`config.mk`:
```
export PLATFORM = sky130hd
export DESIGN_NAME = sstx_top
export DESIGN_NICKNAME = d
export VERILOG_FILES = /design/src/rtl/sstx_pkg.sv /design/src/rtl/sstx_regs.sv /design/src/rtl/sstx_sclk_gen.sv /design/src/rtl/sstx_shifter.sv /design/src/rtl/sstx_top.sv
export SDC_FILE = /design/constraint.sdc
export NUM_CORES = 1
export LEC_CHECK = 0
export ABC_CLOCK_PERIOD_IN_PS = 6700
export BUFFER_PORTS_ARGS = -buffer_cell sky130_fd_sc_hd__buf_2
export CORE_MARGIN = 8
export CORE_UTILIZATION = 35
export CTS_CLUSTER_SIZE = 14
export DETAILED_ROUTE_END_ITERATION = 10
export GPL_ROUTABILITY_DRIVEN = 1
export GPL_TIMING_DRIVEN = 1
export MAX_ROUTING_LAYER = met4
export PLACE_DENSITY = 0.61
export SKIP_LAST_GASP = 1
export SYNTH_ARGS = -nofsm -noshare
export SYNTH_HDL_FRONTEND = slang
export SYNTH_SLANG_ARGS = --single-unit
```
`constraint.sdc`:
```
create_clock -name clk -period 6.7 [get_ports clk]
set_input_delay 1.34 -clock clk [delete_from_list [all_inputs] [get_ports clk]]
set_output_delay 1.34 -clock clk [all_outputs]
set_load 0.02 [all_outputs]
```
`src/rtl/sstx_pkg.sv`:
```
package sstx_pkg;
   localparam int CODE_W = 4;
   localparam int LEN_W  = 5;

   typedef enum logic [1:0] {
      ADR_CTRL = 2'd0,
      ADR_LEN  = 2'd1,
      ADR_HOLD = 2'd2,
      ADR_STAT = 2'd3
   } reg_addr_e;

   typedef struct packed {
      logic lsb_first;
      logic rx_en;
      logic tx_en;
   } ctrl_t;

   function automatic logic code_ok(input logic [CODE_W-1:0] c);
      return (c == '0) || c[CODE_W-1];
   endfunction

   function automatic logic [LEN_W-1:0] code_len(input logic [CODE_W-1:0] c);
      return c[CODE_W-1] ? {2'b01, c[CODE_W-2:0]} : LEN_W'(16);
   endfunction
endpackage

```
`src/rtl/sstx_regs.sv`:
```
module sstx_regs
   import sstx_pkg::*;
#(
   parameter int DW = 16
) (
   input  logic             clk,
   input  logic             rst_n,
   input  logic             we_i,
   input  logic [1:0]       addr_i,
   input  logic [DW-1:0]    wdata_i,
   output logic [DW-1:0]    rdata_o,
   input  logic             take_i,
   input  logic             busy_i,
   output ctrl_t            ctrl_o,
   output logic [LEN_W-1:0] len_o,
   output logic [DW-1:0]    hold_o,
   output logic             hold_full_o
);
   localparam int CTRL_W = $bits(ctrl_t);

   ctrl_t             ctrl_q;
   logic [CODE_W-1:0] code_q;
   logic [DW-1:0]     hold_q;
   logic              full_q;
   logic [DW-1:0]     hold_rev;
   logic              len_wr_ok;

   assign len_wr_ok = we_i && (addr_i == ADR_LEN) && !ctrl_q.tx_en && !ctrl_q.rx_en
                      && code_ok(wdata_i[CODE_W-1:0]);

   always_ff @(posedge clk or negedge rst_n) begin
      if (!rst_n) begin
         ctrl_q <= '0;
         code_q <= '0;
         hold_q <= '0;
         full_q <= 1'b0;
      end else begin
         if (we_i && (addr_i == ADR_CTRL))
            ctrl_q <= ctrl_t'(wdata_i[CTRL_W-1:0]);
         if (len_wr_ok)
            code_q <= wdata_i[CODE_W-1:0];
         if (we_i && (addr_i == ADR_HOLD)) begin
            hold_q <= wdata_i;
            full_q <= 1'b1;
         end else if (take_i) begin
            full_q <= 1'b0;
         end
      end
   end

   for (genvar gi = 0; gi < DW; gi++) begin : g_rev
      assign hold_rev[gi] = hold_q[DW-1-gi];
   end

   always_comb begin
      case (addr_i)
         ADR_CTRL: rdata_o = {{(DW-CTRL_W){1'b0}}, ctrl_q};
         ADR_LEN:  rdata_o = {{(DW-CODE_W){1'b1}}, code_q};
         ADR_HOLD: rdata_o = ctrl_q.lsb_first ? hold_rev : hold_q;
         default:  rdata_o = {{(DW-2){1'b0}}, ~full_q, busy_i};
      endcase
   end

   assign ctrl_o      = ctrl_q;
   assign len_o       = code_len(code_q);
   assign hold_o      = hold_q;
   assign hold_full_o = full_q;

   p_code_legal_r3: assert property (@(posedge clk) disable iff (!rst_n)
      code_ok(code_q));
   p_len_locked_r4: assert property (@(posedge clk) disable iff (!rst_n)
      (ctrl_q.tx_en || ctrl_q.rx_en) |=> $stable(code_q));
endmodule

```
`src/rtl/sstx_sclk_gen.sv`:
```
module sstx_sclk_gen #(
   parameter int HALF_CYC = 2
) (
   input  logic clk,
   input  logic rst_n,
   input  logic run_i,
   output logic sclk_o,
   output logic bit_end_o
);
   logic phase_q;
   logic half_done;

   if (HALF_CYC < 1) begin : g_bad_half
      $error("sstx_sclk_gen: HALF_CYC must be at least 1");
   end

   if (HALF_CYC == 1) begin : g_fast
      assign half_done = 1'b1;
      always_ff @(posedge clk or negedge rst_n) begin
         if (!rst_n)      phase_q <= 1'b0;
         else if (!run_i) phase_q <= 1'b0;
         else             phase_q <= ~phase_q;
      end
   end else begin : g_count
      localparam int CW = $clog2(HALF_CYC);
      logic [CW-1:0] cnt_q;
      assign half_done = (cnt_q == CW'(HALF_CYC-1));
      always_ff @(posedge clk or negedge rst_n) begin
         if (!rst_n) begin
            cnt_q   <= '0;
            phase_q <= 1'b0;
         end else if (!run_i) begin
            cnt_q   <= '0;
            phase_q <= 1'b0;
         end else if (half_done) begin
            cnt_q   <= '0;
            phase_q <= ~phase_q;
         end else begin
            cnt_q <= cnt_q + 1'b1;
         end
      end
      p_half_stable_r10: assert property (@(posedge clk) disable iff (!rst_n)
         (run_i && !half_done) |=> $stable(sclk_o));
   end

   assign sclk_o    = run_i ? phase_q : 1'b1;
   assign bit_end_o = run_i && phase_q && half_done;
endmodule

```
`src/rtl/sstx_shifter.sv`:
```
module sstx_shifter
   import sstx_pkg::*;
#(
   parameter int DW = 16
) (
   input  logic             clk,
   input  logic             rst_n,
   input  logic             tx_en_i,
   input  logic             lsb_first_i,
   input  logic [LEN_W-1:0] len_i,
   input  logic [DW-1:0]    hold_i,
   input  logic             hold_full_i,
   input  logic             bit_end_i,
   output logic             take_o,
   output logic             busy_o,
   output logic             sdata_o
);
   logic [DW-1:0]    sh_q;
   logic [LEN_W-1:0] rem_q;
   logic             lsb_q;
   logic             busy_q;
   logic             last_bit;
   logic [DW-1:0]    load_val;

   assign last_bit = (rem_q == '0);
   assign take_o   = tx_en_i && hold_full_i && (!busy_q || (bit_end_i && last_bit));
   assign load_val = lsb_first_i ? hold_i : (hold_i << (LEN_W'(DW) - len_i));

   always_ff @(posedge clk or negedge rst_n) begin
      if (!rst_n) begin
         sh_q   <= '0;
         rem_q  <= '0;
         lsb_q  <= 1'b0;
         busy_q <= 1'b0;
      end else if (take_o) begin
         sh_q   <= load_val;
         rem_q  <= len_i - 1'b1;
         lsb_q  <= lsb_first_i;
         busy_q <= 1'b1;
      end else if (busy_q && bit_end_i) begin
         if (last_bit) begin
            busy_q <= 1'b0;
         end else begin
            sh_q  <= lsb_q ? (sh_q >> 1) : (sh_q << 1);
            rem_q <= rem_q - 1'b1;
         end
      end
   end

   assign busy_o  = busy_q;
   assign sdata_o = busy_q ? (lsb_q ? sh_q[0] : sh_q[DW-1]) : 1'b1;

   p_reload_gapless_r7: assert property (@(posedge clk) disable iff (!rst_n)
      (busy_q && bit_end_i && last_bit && hold_full_i && tx_en_i) |=> busy_q);
   p_frame_ends_r2: assert property (@(posedge clk) disable iff (!rst_n)
      (busy_q && bit_end_i && last_bit && !(hold_full_i && tx_en_i)) |=> !busy_q);
endmodule

```
`src/rtl/sstx_top.sv`:
```
module sstx_top
   import sstx_pkg::*;
#(
   parameter int DATA_W   = 16,
   parameter int HALF_CYC = 2
) (
   input  logic              clk,
   input  logic              rst_n,
   input  logic              reg_we,
   input  logic [1:0]        reg_addr,
   input  logic [DATA_W-1:0] reg_wdata,
   output logic [DATA_W-1:0] reg_rdata,
   output logic              sclk_o,
   output logic              sdata_o,
   output logic              busy_o,
   output logic              hold_empty_o
);
   if (DATA_W != 16) begin : g_bad_width
      $error("sstx_top: the length code maps to at most 16 bits; DATA_W must be 16");
   end

   ctrl_t             ctrl;
   logic [LEN_W-1:0]  len;
   logic [DATA_W-1:0] hold;
   logic              hold_full;
   logic              take;
   logic              busy;
   logic              bit_end;

   sstx_regs #(.DW(DATA_W)) regs_i (
      .clk(clk), .rst_n(rst_n), .we_i(reg_we), .addr_i(reg_addr),
      .wdata_i(reg_wdata), .rdata_o(reg_rdata), .take_i(take), .busy_i(busy),
      .ctrl_o(ctrl), .len_o(len), .hold_o(hold), .hold_full_o(hold_full)
   );

   sstx_sclk_gen #(.HALF_CYC(HALF_CYC)) sclk_i (
      .clk(clk), .rst_n(rst_n), .run_i(busy), .sclk_o(sclk_o), .bit_end_o(bit_end)
   );

   sstx_shifter #(.DW(DATA_W)) shift_i (
      .clk(clk), .rst_n(rst_n), .tx_en_i(ctrl.tx_en), .lsb_first_i(ctrl.lsb_first),
      .len_i(len), .hold_i(hold), .hold_full_i(hold_full), .bit_end_i(bit_end),
      .take_o(take), .busy_o(busy), .sdata_o(sdata_o)
   );

   assign busy_o       = busy;
   assign hold_empty_o = ~hold_full;

   p_take_empties_r6: assert property (@(posedge clk) disable iff (!rst_n)
      (take && !(reg_we && reg_addr == ADR_HOLD)) |=> (hold_empty_o && busy_o));
endmodule

```
==> results of run 1 <==
## cell type report
type / count / share of cell area (%)
inverters: 8 / 0.719
flip-flops and latches: 49 / 29.4
clock inverters: 1 / 0.120
clock buffers: 7 / 2.31
repair buffers: 42 / 5.16
multi-input cells: 318 / 58.1
well taps: 140 / 4.20
## power groups by stage
stage / Clock, mW / Sequential, mW / Combinational, mW
finish: 0.193 / 0.575 / 0.936
floorplan: 0 / 0.476 / 0.791
global placement: 0 / 0.574 / 0.920
global route: 0.210 / 0.594 / 1.03
detailed placement: 0 / 0.576 / 0.924
CTS: 0.198 / 0.571 / 0.929
## per-stage QoR
step	worst slack, ns	hold WS (ns)
2_1_floorplan	2.95	0.451
3_3_place_gp	3.00	0.467
3_5_place_dp	2.94	0.480
4_1_cts	2.92	0.492
5_1_grt	2.56	0.518
6_report	2.86	0.490
## routing by layer
layer	GRT usage [%]	routed length, um
met5	-	0
met4	3.12	135
met3	2.79	872
met2	24.5	5250
met1	23.8	5530
## critical path, stage by stage, from the launching register on
cell	delay, ns
sky130_fd_sc_hd__dfrtp_1	0.84
sky130_fd_sc_hd__and2_4	0.36
sky130_fd_sc_hd__inv_1	0.25
sky130_fd_sc_hd__ha_1	0.93
sky130_fd_sc_hd__mux4_2	0.63
sky130_fd_sc_hd__mux2_2	0.28
sky130_fd_sc_hd__a221oi_1	0.31
sky130_fd_sc_hd__nor3_1	0.10
## registers in the layout, indices dropped and copies added (netlist names)
register	cells
sclk_i.phase_q	1
regs_i.ctrl_o	3
shift_i.sh_q	16
shift_i.rem_q	5
shift_i.lsb_q	1
shift_i.busy_o	1
regs_i.code_q	4
regs_i.hold_full_o	1
sclk_i.g_count.cnt_q	1
regs_i.hold_o	16
## placed cells by master, fill, tap and decap left out, types with 4 or more instances in the layout
master	instances
sky130_fd_sc_hd__buf_2	40
sky130_fd_sc_hd__nor2_1	28
sky130_fd_sc_hd__mux2i_1	23
sky130_fd_sc_hd__nand4_1	5
sky130_fd_sc_hd__inv_1	7
sky130_fd_sc_hd__nand2_1	33
sky130_fd_sc_hd__nand3b_1	4
sky130_fd_sc_hd__o22ai_1	12
sky130_fd_sc_hd__o22a_1	4
sky130_fd_sc_hd__a21boi_0	4
sky130_fd_sc_hd__a21oi_1	18
sky130_fd_sc_hd__dfrtp_1	49
sky130_fd_sc_hd__a31oi_1	7
sky130_fd_sc_hd__mux4_1	5
sky130_fd_sc_hd__mux4_2	9
sky130_fd_sc_hd__nand3_1	9
sky130_fd_sc_hd__a32oi_1	4
sky130_fd_sc_hd__a221oi_1	9
sky130_fd_sc_hd__o221ai_1	5
sky130_fd_sc_hd__mux2_2	28
sky130_fd_sc_hd__and2_1	6
sky130_fd_sc_hd__nor2b_1	4
sky130_fd_sc_hd__nand2b_1	4
sky130_fd_sc_hd__a21o_1	4
sky130_fd_sc_hd__o21ai_0	33
sky130_fd_sc_hd__nor3_1	9
sky130_fd_sc_hd__clkbuf_8	7
## how the worst max path moves through the flow
stage	start	to	slack [ns]	cells past startpoint
finish	regs_i.code_q[3]$_DFFE_PN0P_	shift_i.sh_q[5]$_DFFE_PN0P_	2.86	7
global route	regs_i.code_q[3]$_DFFE_PN0P_	shift_i.sh_q[8]$_DFFE_PN0P_	2.56	8
CTS	regs_i.code_q[3]$_DFFE_PN0P_	shift_i.sh_q[5]$_DFFE_PN0P_	2.92	7
detailed placement	regs_i.code_q[3]$_DFFE_PN0P_	shift_i.sh_q[5]$_DFFE_PN0P_	2.94	7
global placement	regs_i.code_q[3]$_DFFE_PN0P_	shift_i.sh_q[5]$_DFFE_PN0P_	3.00	7
floorplan	reg_addr[1]	reg_rdata[12]	2.95	4
## logic make-up after synthesis
kind of cell / count (synthesis) / synth area share (%)
xor gates and xnor gates: 2 / 0.455
adders and majority gates: 2 / 0.650
and+or+nand+nor: 116 / 14.9
DFF: 49 / 31.8
muxes: 65 / 22.8
AOI/OAI and AO/OA: 133 / 24.2
buffers and inverters: 45 / 5.13
==> results.rst, run 1 <==
.. list-table::
   :header-rows: 1

   * - Metric
     - Value
   * - Post-detailed-placement cell area
     - 4070 sq um
   * - Yosys top cell area share
     - 31.8%
   * - Top cells by instance count after synthesis
     - sky130_fd_sc_hd__dfrtp_1, sky130_fd_sc_hd__nand2_1, sky130_fd_sc_hd__o21ai_0
   * - Wirelength, routed
     - 11.8 mm
   * - Die boundary height
     - 121 um
   * - Critical Path Fanout Max
     - 26
   * - Via count of the first global-routing pass
     - 3420
   * - Slack of the worst reg-to-reg path
     - 2.86 ns
   * - Critical Path Source Type
     - flip-flop
   * - Number of hold-slack violations in the final timing report
     - 0
   * - Overall die area
     - 14600 sq um
   * - Wire length of the first global-routing pass
     - 19.2 mm
   * - Area of all sequential standard cells
     - 1230 sq um
   * - Core footprint
     - 10800 sq um
   * - Unique cell type count in the Yosys netlist
     - 64
   * - Num rows
     - 38
   * - Non-filler instance count after layout
     - 565
   * - FFs w/ async S/R, synth
     - 100%
   * - Crit Reg-Reg Endpoint
     - shift_i.sh_q[5]$_DFFE_PN0P_
   * - Power Total
     - 1.70 mW
   * - Biggest area contributors in the synthesized netlist
     - sky130_fd_sc_hd__dfrtp_1, sky130_fd_sc_hd__mux2_2, sky130_fd_sc_hd__mux2i_1
   * - Post-synthesis sequential element count
     - 49
   * - Input/output buffers
     - 40
   * - Clock sinks
     - 49
   * - Most frequent cell after synthesis
     - sky130_fd_sc_hd__dfrtp_1
   * - Crit Path Class
     - flip-flop to flip-flop
   * - Result of the run
     - completed
   * - Syn_area_per_cell
     - 9.34 sq um
   * - Number of flops mapped to enable cells by yosys
     - 0
   * - Clock root buffer master
     - sky130_fd_sc_hd__clkbuf_8
   * - Synth area leader
     - sky130_fd_sc_hd__dfrtp_1
   * - Required time of the worst setup path
     - 6.87 ns
   * - Number of top-level pins
     - 41
   * - Post-route standard cell area excluding fillers
     - 4170 sq um
   * - DR pass1 iterations
     - 5
   * - Fin crit period
     - 3.84 ns
   * - # setup viols final
     - 0
   * - Maximum vdd ir drop
     - 0.148 mV
   * - Post-Route Utilization
     - 38.7%
   * - Initial antenna violation count
     - 0
   * - Sequential fraction of the synthesis area
     - 31.8%
   * - Count of pins over their slew limit
     - 0
   * - Leakage component of the power
     - 1.68 nW
   * - Endpoint type of the worst setup path
     - flip-flop
   * - Via count of the routed design
     - 3525
   * - Net count after synthesis
     - 435
   * - Layout cell share with drive strength beyond 1
     - 23.3%
   * - Sw Ratio
     - 46.5%
   * - Detail Route Antenna Nets
     - 0
   * - Internal
     - 0.912 mW
   * - Global placer's final weighted congestion
     - 0.890
   * - Post-layout net count
     - 447
   * - Number of gates resized after cts
     - 0
   * - Cell Pwr Density
     - 408 nW/um^2
   * - Count of hold-fix buffers inserted at cts
     - 0
   * - Logic pwr share
     - 54.9%
   * - TNS Setup
     - 0 ns
   * - CTS clk-pin slew, worst paths
     - 0.09 ns
   * - Min-Delay Path Depth
     - 1
   * - Die X
     - 121 um
   * - Post-CTS Setup Bufs
     - 0
   * - DP Wirelength
     - 8.31 mm
   * - Post-synth top flop
     - sky130_fd_sc_hd__dfrtp_1
   * - Later-pin clock latency in the skew report
     - 0.30 ns
   * - Highest clock frequency the design can meet
     - 260 MHz
   * - Destination of the worst hold path
     - sclk_i.g_count.cnt_q$_DFF_PN0_
   * - GRT Resource Usage Total
     - 16.7%
   * - Class of the most critical hold timing path
     - flip-flop to flip-flop
   * - Remaining Overflow, GRT
     - 0
   * - NetSw
     - 0.792 mW
   * - Part of the power in the clock network
     - 11.3%
   * - FILL cells
     - 1069
   * - Starting density of the core
     - 35.7%
   * - Source of the worst hold timing path
     - sclk_i.g_count.cnt_q$_DFF_PN0_
   * - FF-to-FF Start
     - regs_i.code_q[3]$_DFFE_PN0P_
   * - Drt via density
     - 6.24
   * - Relative slew slack
     - 21.1%
   * - Remaining DRCs
     - 0
   * - Largest net degree at the start of global routing
     - 50
   * - CTS tree
     - built
   * - Fraction of the cycle the final worst path needs
     - 57.3%
   * - Data arrival time of the worst path
     - 4.01 ns
   * - Area used by multi-input combinational logic
     - 2430 sq um
   * - Number of inserted diodes
     - 0
   * - Setup repair after global routing missed its margin
     - no
   * - Part of the total power dissipated in sequential elements
     - 33.8%
   * - Post-Synthesis Cells
     - 412
   * - Total standard cell area after synthesis
     - 3850 sq um
   * - Max-cap violations
     - 0
   * - Pin slew with the least headroom to its limit
     - 1.17 ns
   * - Layout Skew
     - 0.00807 ns
   * - Worst-case reg-to-reg path depth
     - 7
   * - H-tree depth
     - 2
   * - Average wire per cell in the routed design
     - 20.9 um
   * - Area growth from synthesis to layout
     - 8.42%
   * - Cell total after placement
     - 557
   * - CTS buffer count
     - 5
   * - Maximum clock insertion buffer count
     - 2
   * - Iter 0 DRT Violations
     - 341
   * - Number of warnings issued by yosys
     - 0
(Power assumes the default switching activity.)
==> inputs of run 2 (changes only) <==
--- a/config.mk
+++ b/config.mk
@@ -5,7 +5,7 @@
 export SDC_FILE = /design/constraint.sdc
 export NUM_CORES = 1
 export LEC_CHECK = 0
-export ABC_CLOCK_PERIOD_IN_PS = 6700
+export ABC_CLOCK_PERIOD_IN_PS = 3900
 export BUFFER_PORTS_ARGS = -buffer_cell sky130_fd_sc_hd__buf_2
 export CORE_MARGIN = 8
 export CORE_UTILIZATION = 35
==> constraint.sdc (replaced) <==
create_clock -name clk -period 3.9 [get_ports clk]
set_input_delay 0.78 -clock clk [delete_from_list [all_inputs] [get_ports clk]]
set_output_delay 0.78 -clock clk [all_outputs]
set_load 0.02 [all_outputs]
==> results.rst, run 2 (synthesis results as in run 1) <==
.. list-table::
   :header-rows: 1

   * - Metric
     - Value
   * - Result of the run
     - completed
   * - Layout Skew
     - 0.00472 ns (-0.00335 ns)
   * - Relative slew slack
     - 42.6% (+22 points)
   * - Overall die area
     - 14600 sq um (unchanged)
   * - Met2 layer usage reported by global route
     - 23.5% (-0.93 points)
   * - Via count of the first global-routing pass
     - 3556 (+4.0%)
   * - FF-to-FF Start
     - regs_i.code_q[3]$_DFFE_PN0P_
   * - Drt via density
     - 6.20 (-0.56%)
   * - Count of hold-fix buffers inserted at cts
     - 0 (unchanged)
   * - CTS clk-pin slew, worst paths
     - 0.09 ns (about the same)
   * - Starting density of the core
     - 35.7% (unchanged)
   * - Critical Path Source Type
     - flip-flop
   * - Remaining DRCs
     - 0 (unchanged)
   * - Max-cap violations
     - 0 (unchanged)
   * - Data arrival time of the worst path
     - 3.34 ns (-0.67 ns)
   * - Initial antenna violation count
     - 0 (unchanged)
   * - GRT Resource Usage Total
     - 16.9% (+0.16 points)
   * - Core footprint
     - 10800 sq um (unchanged)
   * - Commonest cells after routing, fill and taps aside
     - sky130_fd_sc_hd__dfrtp_1, sky130_fd_sc_hd__buf_2, sky130_fd_sc_hd__nand2_1, sky130_fd_sc_hd__o21ai_0
   * - Slack of the critical path
     - 0.764 ns (-2.09 ns)
   * - CTS buffer count
     - 5 (unchanged)
   * - Number of hold-slack violations in the final timing report
     - 0 (unchanged)
   * - Detail Route Antenna Nets
     - 0 (unchanged)
   * - Critical Path Fanout Max
     - 12 (-54%)
   * - H-tree depth
     - 2 (unchanged)
   * - Fraction of the cycle the final worst path needs
     - 80.4% (+23 points)
   * - Smallest hold slack
     - 0.402 ns (-0.0884 ns)
   * - Count of pins over their slew limit
     - 0 (unchanged)
   * - Global routing usage on met1
     - 24.3% (+0.57 points)
   * - Remaining Overflow, GRT
     - 0 (unchanged)
   * - Internal
     - 1.64 mW (+80%)
   * - Most used routing layer in global routing
     - met1
   * - Leakage component of the power
     - 1.72 nW (+2.9%)
   * - Maximum vdd ir drop
     - 0.330 mV (+120%)
   * - Cell Pwr Density
     - 709 nW/um^2 (+74%)
   * - Setup repair after global routing missed its margin
     - no
   * - Logic pwr share
     - 55.4% (+0.5 points)
   * - Highest clock frequency the design can meet
     - 319 MHz (+23%)
   * - Crit. Startpoint
     - regs_i.code_q[3]$_DFFE_PN0P_
   * - TNS Setup
     - 0 ns (unchanged)
   * - Global-route met3 utilization
     - 3.26% (+0.47 points)
   * - Via count of the routed design
     - 3561 (+1.0%)
   * - Iter 0 DRT Violations
     - 231 (-32%)
   * - # setup viols final
     - 0 (unchanged)
   * - Later-pin clock latency in the skew report
     - 0.30 ns (about the same)
   * - Pin slew with the least headroom to its limit
     - 0.859 ns (-0.309 ns)
   * - Number of inserted diodes
     - 0 (unchanged)
   * - Pre-CTS setup slack
     - 0.846 ns (-2.09 ns)
   * - Class of the most critical hold timing path
     - input port to async pin
   * - Wire length of the first global-routing pass
     - 19.5 mm (+1.7%)
   * - Post-detailed-placement cell area
     - 4140 sq um (+1.7%)
   * - CTS tree
     - built
   * - Number of top-level pins
     - 41 (unchanged)
   * - NetSw
     - 1.38 mW (+74%)
   * - Die X
     - 121 um (unchanged)
   * - DR pass1 iterations
     - 7 (+2)
   * - Clock root buffer master
     - sky130_fd_sc_hd__clkbuf_8
   * - Post-CTS Setup Bufs
     - 0 (unchanged)
   * - Number of gates resized after cts
     - 0 (unchanged)
   * - Commonest non-fill, non-tap cell in the layout
     - sky130_fd_sc_hd__dfrtp_1
   * - Clock sinks
     - 49 (unchanged)
   * - Crit Path Class
     - flip-flop to flip-flop
   * - Endpoint type of the worst setup path
     - flip-flop
   * - Required time of the worst setup path
     - 4.10 ns (-2.77 ns)
   * - Sw Ratio
     - 45.6% (-0.86 points)
   * - Part of the total power dissipated in sequential elements
     - 31.9% (-1.9 points)
   * - Largest net degree at the start of global routing
     - 33 (-34%)
   * - Die boundary height
     - 121 um (unchanged)
   * - Layout cell share with drive strength beyond 1
     - 24.7% (+1.4 points)
   * - Area growth from synthesis to layout
     - 10.6%
   * - Num rows
     - 38 (unchanged)
   * - Post-route standard cell area excluding fillers
     - 4260 sq um (+2.0%)
   * - Post-layout net count
     - 456 (+2.0%)
   * - Fin crit period
     - 3.14 ns (-0.706 ns)
   * - Maximum clock insertion buffer count
     - 2 (unchanged)
   * - DP Wirelength
     - 8.58 mm (+3.2%)
   * - Input/output buffers
     - 40 (unchanged)
   * - Wirelength, routed
     - 11.9 mm (+0.61%)
   * - Global placer's final weighted congestion
     - 0.926 (+4.1%)
   * - Part of the power in the clock network
     - 12.7% (+1.4 points)
   * - Average wire per cell in the routed design
     - 20.7 um (-0.97%)
[run 2: cell types whose count changed in the layout (fill, tap and decap cells not counted)]
cell                        delta
sky130_fd_sc_hd__buf_4         +9
sky130_fd_sc_hd__bufinv_16     +1
sky130_fd_sc_hd__clkbuf_1      +1
sky130_fd_sc_hd__clkbuf_8      -1
sky130_fd_sc_hd__clkinv_2      -1
[run 2: metal layers]
| layer | share of wire, % | wire length, um |
|---|---|---|
| met3 | 7.6 | 907 |
| met4 | 1.6 | 193 |
| met1 | 48 | 5690 |
| met2 | 43 | 5070 |
| met5 | 0 | 0 |
[run 2: stage by stage]
step	utilization, %	power, mW	std cells
6_report	39.4	3.02	574
5_1_grt	39.4	3.24	574
4_1_cts	39.4	3.00	574
3_5_place_dp	38.4	2.61	566
3_3_place_gp	38.4	2.62	566
2_1_floorplan	-	2.18	412
[run 2: final cells by class]
type / count / area, sq um
fillers: 1066 / 6540
multi-input cells: 318 / 2430
flip-flops and latches: 49 / 1230
repair buffers: 51 / 283
well taps: 140 / 175
clock buffers: 7 / 86.3
clock inverters: 1 / 30.0
inverters: 8 / 30.0
[run 2: worst paths after layout]
check                           slack [ns]  cells after the start                              to
worst max-delay path                  0.76                      8     shift_i.sh_q[8]$_DFFE_PN0P_
worst max register to register        0.76                      8     shift_i.sh_q[8]$_DFFE_PN0P_
max in group asynchronous             2.71                      2   regs_i.hold_o[10]$_DFFE_PN0P_
worst min-delay path                  0.40                      1     shift_i.sh_q[0]$_DFFE_PN0P_
min in group clk                      0.49                      1  sclk_i.g_count.cnt_q$_DFF_PN0_
worst min register to register        0.49                      1  sclk_i.g_count.cnt_q$_DFF_PN0_
[run 2: worst max-delay path, stage by stage, from the launching register on]
cell and delay [ns]:
sky130_fd_sc_hd__dfrtp_1 0.38, sky130_fd_sc_hd__and2_4 0.21, sky130_fd_sc_hd__inv_1 0.37, sky130_fd_sc_hd__ha_1 0.50, sky130_fd_sc_hd__a21boi_0 0.55, sky130_fd_sc_hd__nor2_2 0.17
sky130_fd_sc_hd__o41ai_1 0.36, sky130_fd_sc_hd__o221ai_1 0.21, sky130_fd_sc_hd__a221oi_1 0.28
[run 2: power groups by stage]
stage	logic (mW)	clock network [mW]	registers, mW
finish	1.67	0.383	0.964
global route	1.83	0.415	0.993
CTS	1.65	0.392	0.957
detailed placement	1.64	0	0.967
global placement	1.65	0	0.964
floorplan	1.36	0	0.818
==> inputs of run 3 (changes only) <==
--- a/config.mk
+++ b/config.mk
@@ -5,7 +5,8 @@
 export SDC_FILE = /design/constraint.sdc
 export NUM_CORES = 1
 export LEC_CHECK = 0
-export ABC_CLOCK_PERIOD_IN_PS = 3900
+export ABC_AREA = 1
+export ABC_CLOCK_PERIOD_IN_PS = 2550
 export BUFFER_PORTS_ARGS = -buffer_cell sky130_fd_sc_hd__buf_2
 export CORE_MARGIN = 8
 export CORE_UTILIZATION = 35
@@ -14,7 +15,7 @@
 export GPL_ROUTABILITY_DRIVEN = 1
 export GPL_TIMING_DRIVEN = 1
 export MAX_ROUTING_LAYER = met4
-export PLACE_DENSITY = 0.61
+export PLACE_DENSITY = 0.63
 export SKIP_LAST_GASP = 1
 export SYNTH_ARGS = -nofsm -noshare
 export SYNTH_HDL_FRONTEND = slang
==> constraint.sdc (replaced) <==
create_clock -name clk -period 2.55 [get_ports clk]
set_input_delay 0.51 -clock clk [delete_from_list [all_inputs] [get_ports clk]]
set_output_delay 0.51 -clock clk [all_outputs]
set_load 0.02 [all_outputs]
==> results.rst, run 3 <==
.. list-table::
   :header-rows: 1

   * - Metric
     - Value
   * - Result of the run
     - completed
   * - Remaining DRCs
     - 0 (unchanged)
   * - TNS Setup
     - 0 ns (unchanged)
   * - Met2 layer usage reported by global route
     - 23.3% (-0.18 points)
   * - Most frequent cell after synthesis
     - sky130_fd_sc_hd__nand2_1
   * - DP Wirelength
     - 7.83 mm (-8.7%)
   * - Biggest area contributors in the synthesized netlist
     - sky130_fd_sc_hd__dfrtp_1, sky130_fd_sc_hd__nand2_1, sky130_fd_sc_hd__o21ai_0
   * - Leakage component of the power
     - 2.14 nW (+24%)
   * - Post-Synthesis Cells
     - 562 (+36%)
   * - Later-pin clock latency in the skew report
     - 0.31 ns (about the same)
   * - Area growth from synthesis to layout
     - 10.0%
   * - Number of hold-slack violations in the final timing report
     - 0 (unchanged)
   * - Max-cap violations
     - 0 (unchanged)
   * - Remaining Overflow, GRT
     - 0 (unchanged)
   * - Layout cell share with drive strength beyond 1
     - 14.7% (-9.9 points)
   * - Starting density of the core
     - 35.7% (+0.073 points)
   * - Most used routing layer in global routing
     - met2
   * - Commonest non-fill, non-tap cell in the layout
     - sky130_fd_sc_hd__nand2_1
   * - Critical Path Fanout Max
     - 10 (-2)
   * - Die X
     - 118 um (-2.0%)
   * - Post-route standard cell area excluding fillers
     - 4040 sq um (-5.1%)
   * - Highest clock frequency the design can meet
     - 435 MHz (+36%)
   * - CTS clk-pin slew, worst paths
     - 0.09 ns (about the same)
   * - Number of top-level pins
     - 41 (unchanged)
   * - Detail Route Antenna Nets
     - 0 (unchanged)
   * - Max stage delay cell, worst path
     - sky130_fd_sc_hd__dfrtp_1
   * - Average wire per cell in the routed design
     - 14.4 um (-30%)
   * - Relative slew slack
     - 56.3% (+14 points)
   * - Top cells by instance count after synthesis
     - sky130_fd_sc_hd__nand2_1, sky130_fd_sc_hd__inv_1, sky130_fd_sc_hd__o21ai_0
   * - Commonest cells after routing, fill and taps aside
     - sky130_fd_sc_hd__nand2_1, sky130_fd_sc_hd__inv_1, sky130_fd_sc_hd__o21ai_0, sky130_fd_sc_hd__nand3_1, sky130_fd_sc_hd__dfrtp_1
   * - Via count of the first global-routing pass
     - 3521 (-0.98%)
   * - Input/output buffers
     - 40 (unchanged)
   * - CTS buffer count
     - 5 (unchanged)
   * - Maximum vdd ir drop
     - 0.318 mV (-3.7%)
   * - Clock sinks
     - 49 (unchanged)
   * - FILL cells
     - 1162 (+9.0%)
   * - Number of inserted diodes
     - 0 (unchanged)
   * - Cell Pwr Density
     - 905 nW/um^2 (+28%)
   * - Class of the most critical hold timing path
     - input port to async pin
   * - Drt via density
     - 5.17 (-17%)
   * - CP delay by family, top
     - simple AND/OR/NAND/NOR gates
   * - Die boundary height
     - 118 um (-2.0%)
   * - FFs w/ async S/R, synth
     - 100% (unchanged)
   * - Layout Skew
     - 0.00335 ns (-0.00137 ns)
   * - Most repeated library cell on the critical path
     - sky130_fd_sc_hd__nand2_1
   * - # setup viols final
     - 0 (unchanged)
   * - Sequential fraction of the synthesis area
     - 33.4% (+1.5 points)
   * - CTS tree
     - built
   * - Buffers plus inverters on the worst setup path
     - 2 (+1)
   * - Yosys top cell area share
     - 33.4% (+1.5 points)
   * - Endpoint type of the worst setup path
     - flip-flop
   * - Post-CTS Setup Bufs
     - 0 (unchanged)
   * - Number of flops mapped to enable cells by yosys
     - 0 (unchanged)
   * - Stage delay of the slowest cell on the critical path
     - 0.60 ns (+0.05 ns)
   * - Wire length of the first global-routing pass
     - 17.5 mm (-10%)
   * - Cell total after placement
     - 719 (+27%)
   * - Global-route met3 utilization
     - 1.76% (-1.5 points)
   * - Data arrival time of the worst path
     - 2.51 ns (-0.83 ns)
   * - Cells traversed along the worst timing path
     - nand2_1 -> ha_1 -> o21ai_1 -> inv_1 -> nand2_2 -> inv_2 -> nand3_1 -> nand3_1 -> nand2_1 -> nand2_1
   * - DR pass1 iterations
     - 5 (-2)
   * - Post-synthesis sequential element count
     - 49 (unchanged)
   * - Pin slew with the least headroom to its limit
     - 0.655 ns (-0.203 ns)
   * - Post-detailed-placement cell area
     - 3940 sq um (-4.7%)
   * - Via count of the routed design
     - 3758 (+5.5%)
   * - Non-filler instance count after layout
     - 727 (+27%)
   * - Wirelength, routed
     - 10.5 mm (-11%)
   * - Crit Path Class
     - flip-flop to flip-flop
   * - Number of warnings issued by yosys
     - 0 (unchanged)
   * - Critical Path Source Type
     - flip-flop
   * - Fraction of the cycle the final worst path needs
     - 90.1% (+9.7 points)
   * - Global routing usage on met1
     - 20.6% (-3.7 points)
   * - Iter 0 DRT Violations
     - 278 (+20%)
   * - Synth area leader
     - sky130_fd_sc_hd__dfrtp_1
   * - Num rows
     - 37 (-2.6%)
   * - Required time of the worst setup path
     - 2.76 ns (-1.34 ns)
   * - Global placer's final weighted congestion
     - 0.945 (+2.0%)
   * - Post-synth top flop
     - sky130_fd_sc_hd__dfrtp_1
   * - Unique cell type count in the Yosys netlist
     - 32 (-50%)
   * - Initial antenna violation count
     - 0 (unchanged)
   * - GRT Resource Usage Total
     - 15.4% (-1.5 points)
   * - Clock root buffer master
     - sky130_fd_sc_hd__clkbuf_8
   * - Count of pins over their slew limit
     - 0 (unchanged)
   * - Net count after synthesis
     - 585 (+34%)
   * - Core footprint
     - 10300 sq um (-4.8%)
   * - Setup repair after global routing missed its margin
     - no
   * - H-tree depth
     - 2 (unchanged)
   * - Post-layout net count
     - 613 (+34%)
   * - Maximum clock insertion buffer count
     - 2 (unchanged)
   * - Overall die area
     - 14000 sq um (-4.0%)
   * - Syn_area_per_cell
     - 6.54 sq um (-30%)
   * - Post-Route Utilization
     - 39.3% (-0.12 points)
   * - Total standard cell area after synthesis
     - 3670 sq um (-4.6%)
   * - Largest net degree at the start of global routing
     - 50 (+52%)
   * - Fin crit period
     - 2.30 ns (-0.838 ns)
## run 3: power breakdown
part	leakage (nW)	total (mW)	internal [mW]	switching [mW]
logic	1.49	1.96	0.646	1.32
clock network	0.0512	0.497	0.221	0.277
registers	0.600	1.20	0.991	0.205
total	2.14	3.66	1.86	1.80
## run 3: kinds of logic after synthesis
group / after synthesis / synth area share (%)
simple gates: 272 / 31.2
compound gates: 138 / 22.0
buf+inv: 100 / 12.0
flops: 49 / 33.4
fa+ha+maj: 2 / 0.681
xor+xnor: 1 / 0.749
## run 3: cell type report
cell class / instances / area (sq um) / area share [%]
Inverter: 71 / 267 / 6.59
Multi-Input combinational cell: 413 / 2010 / 49.6
Clock inverter: 2 / 13.8 / 0.341
Timing Repair Buffer: 50 / 275 / 6.81
Sequential cell: 49 / 1230 / 30.4
Tap cell: 136 / 170 / 4.21
Clock buffer: 6 / 82.6 / 2.04
## run 3: per-layer routing
layer  wire (um)  share of wire [%]
met1        5210                 50
met2        4660                 44
met3         449                4.3
met4         184                1.8
met5           0                  0
## run 3: path summary, 6_finish.rpt
path,startpoint,slack (ns),endpoint,cells past startpoint
min reg2reg,shift_i.sh_q[10]$_DFFE_PN0P_,0.49,shift_i.sh_q[10]$_DFFE_PN0P_,2
max in group asynchronous,rst_n,1.78,regs_i.ctrl_o[2]$_DFFE_PN0P_,2
max reg2reg,regs_i.code_q[3]$_DFFE_PN0P_,0.25,shift_i.sh_q[13]$_DFFE_PN0P_,10
min in group clk,reg_wdata[10],0.44,regs_i.hold_o[10]$_DFFE_PN0P_,3
max,regs_i.code_q[3]$_DFFE_PN0P_,0.25,shift_i.sh_q[13]$_DFFE_PN0P_,10
min,rst_n,0.31,shift_i.rem_q[4]$_DFFE_PN0P_,2
## run 3: metrics by stage
stage	worst slack, ns	power, mW	hold slack (ns)
floorplan	0.492	2.69	0.214
global placement	0.329	3.13	0.468
detailed placement	0.326	3.16	0.470
CTS	0.101	3.66	0.331
global route	0.0378	3.98	0.355
finish	0.252	3.66	0.307
## run 3: what timing repair did
item / in CTS / in global routing
resized for setup: 0 / 1
hold buffers: 0 / 0
setup endpoints to repair: 0 / 4
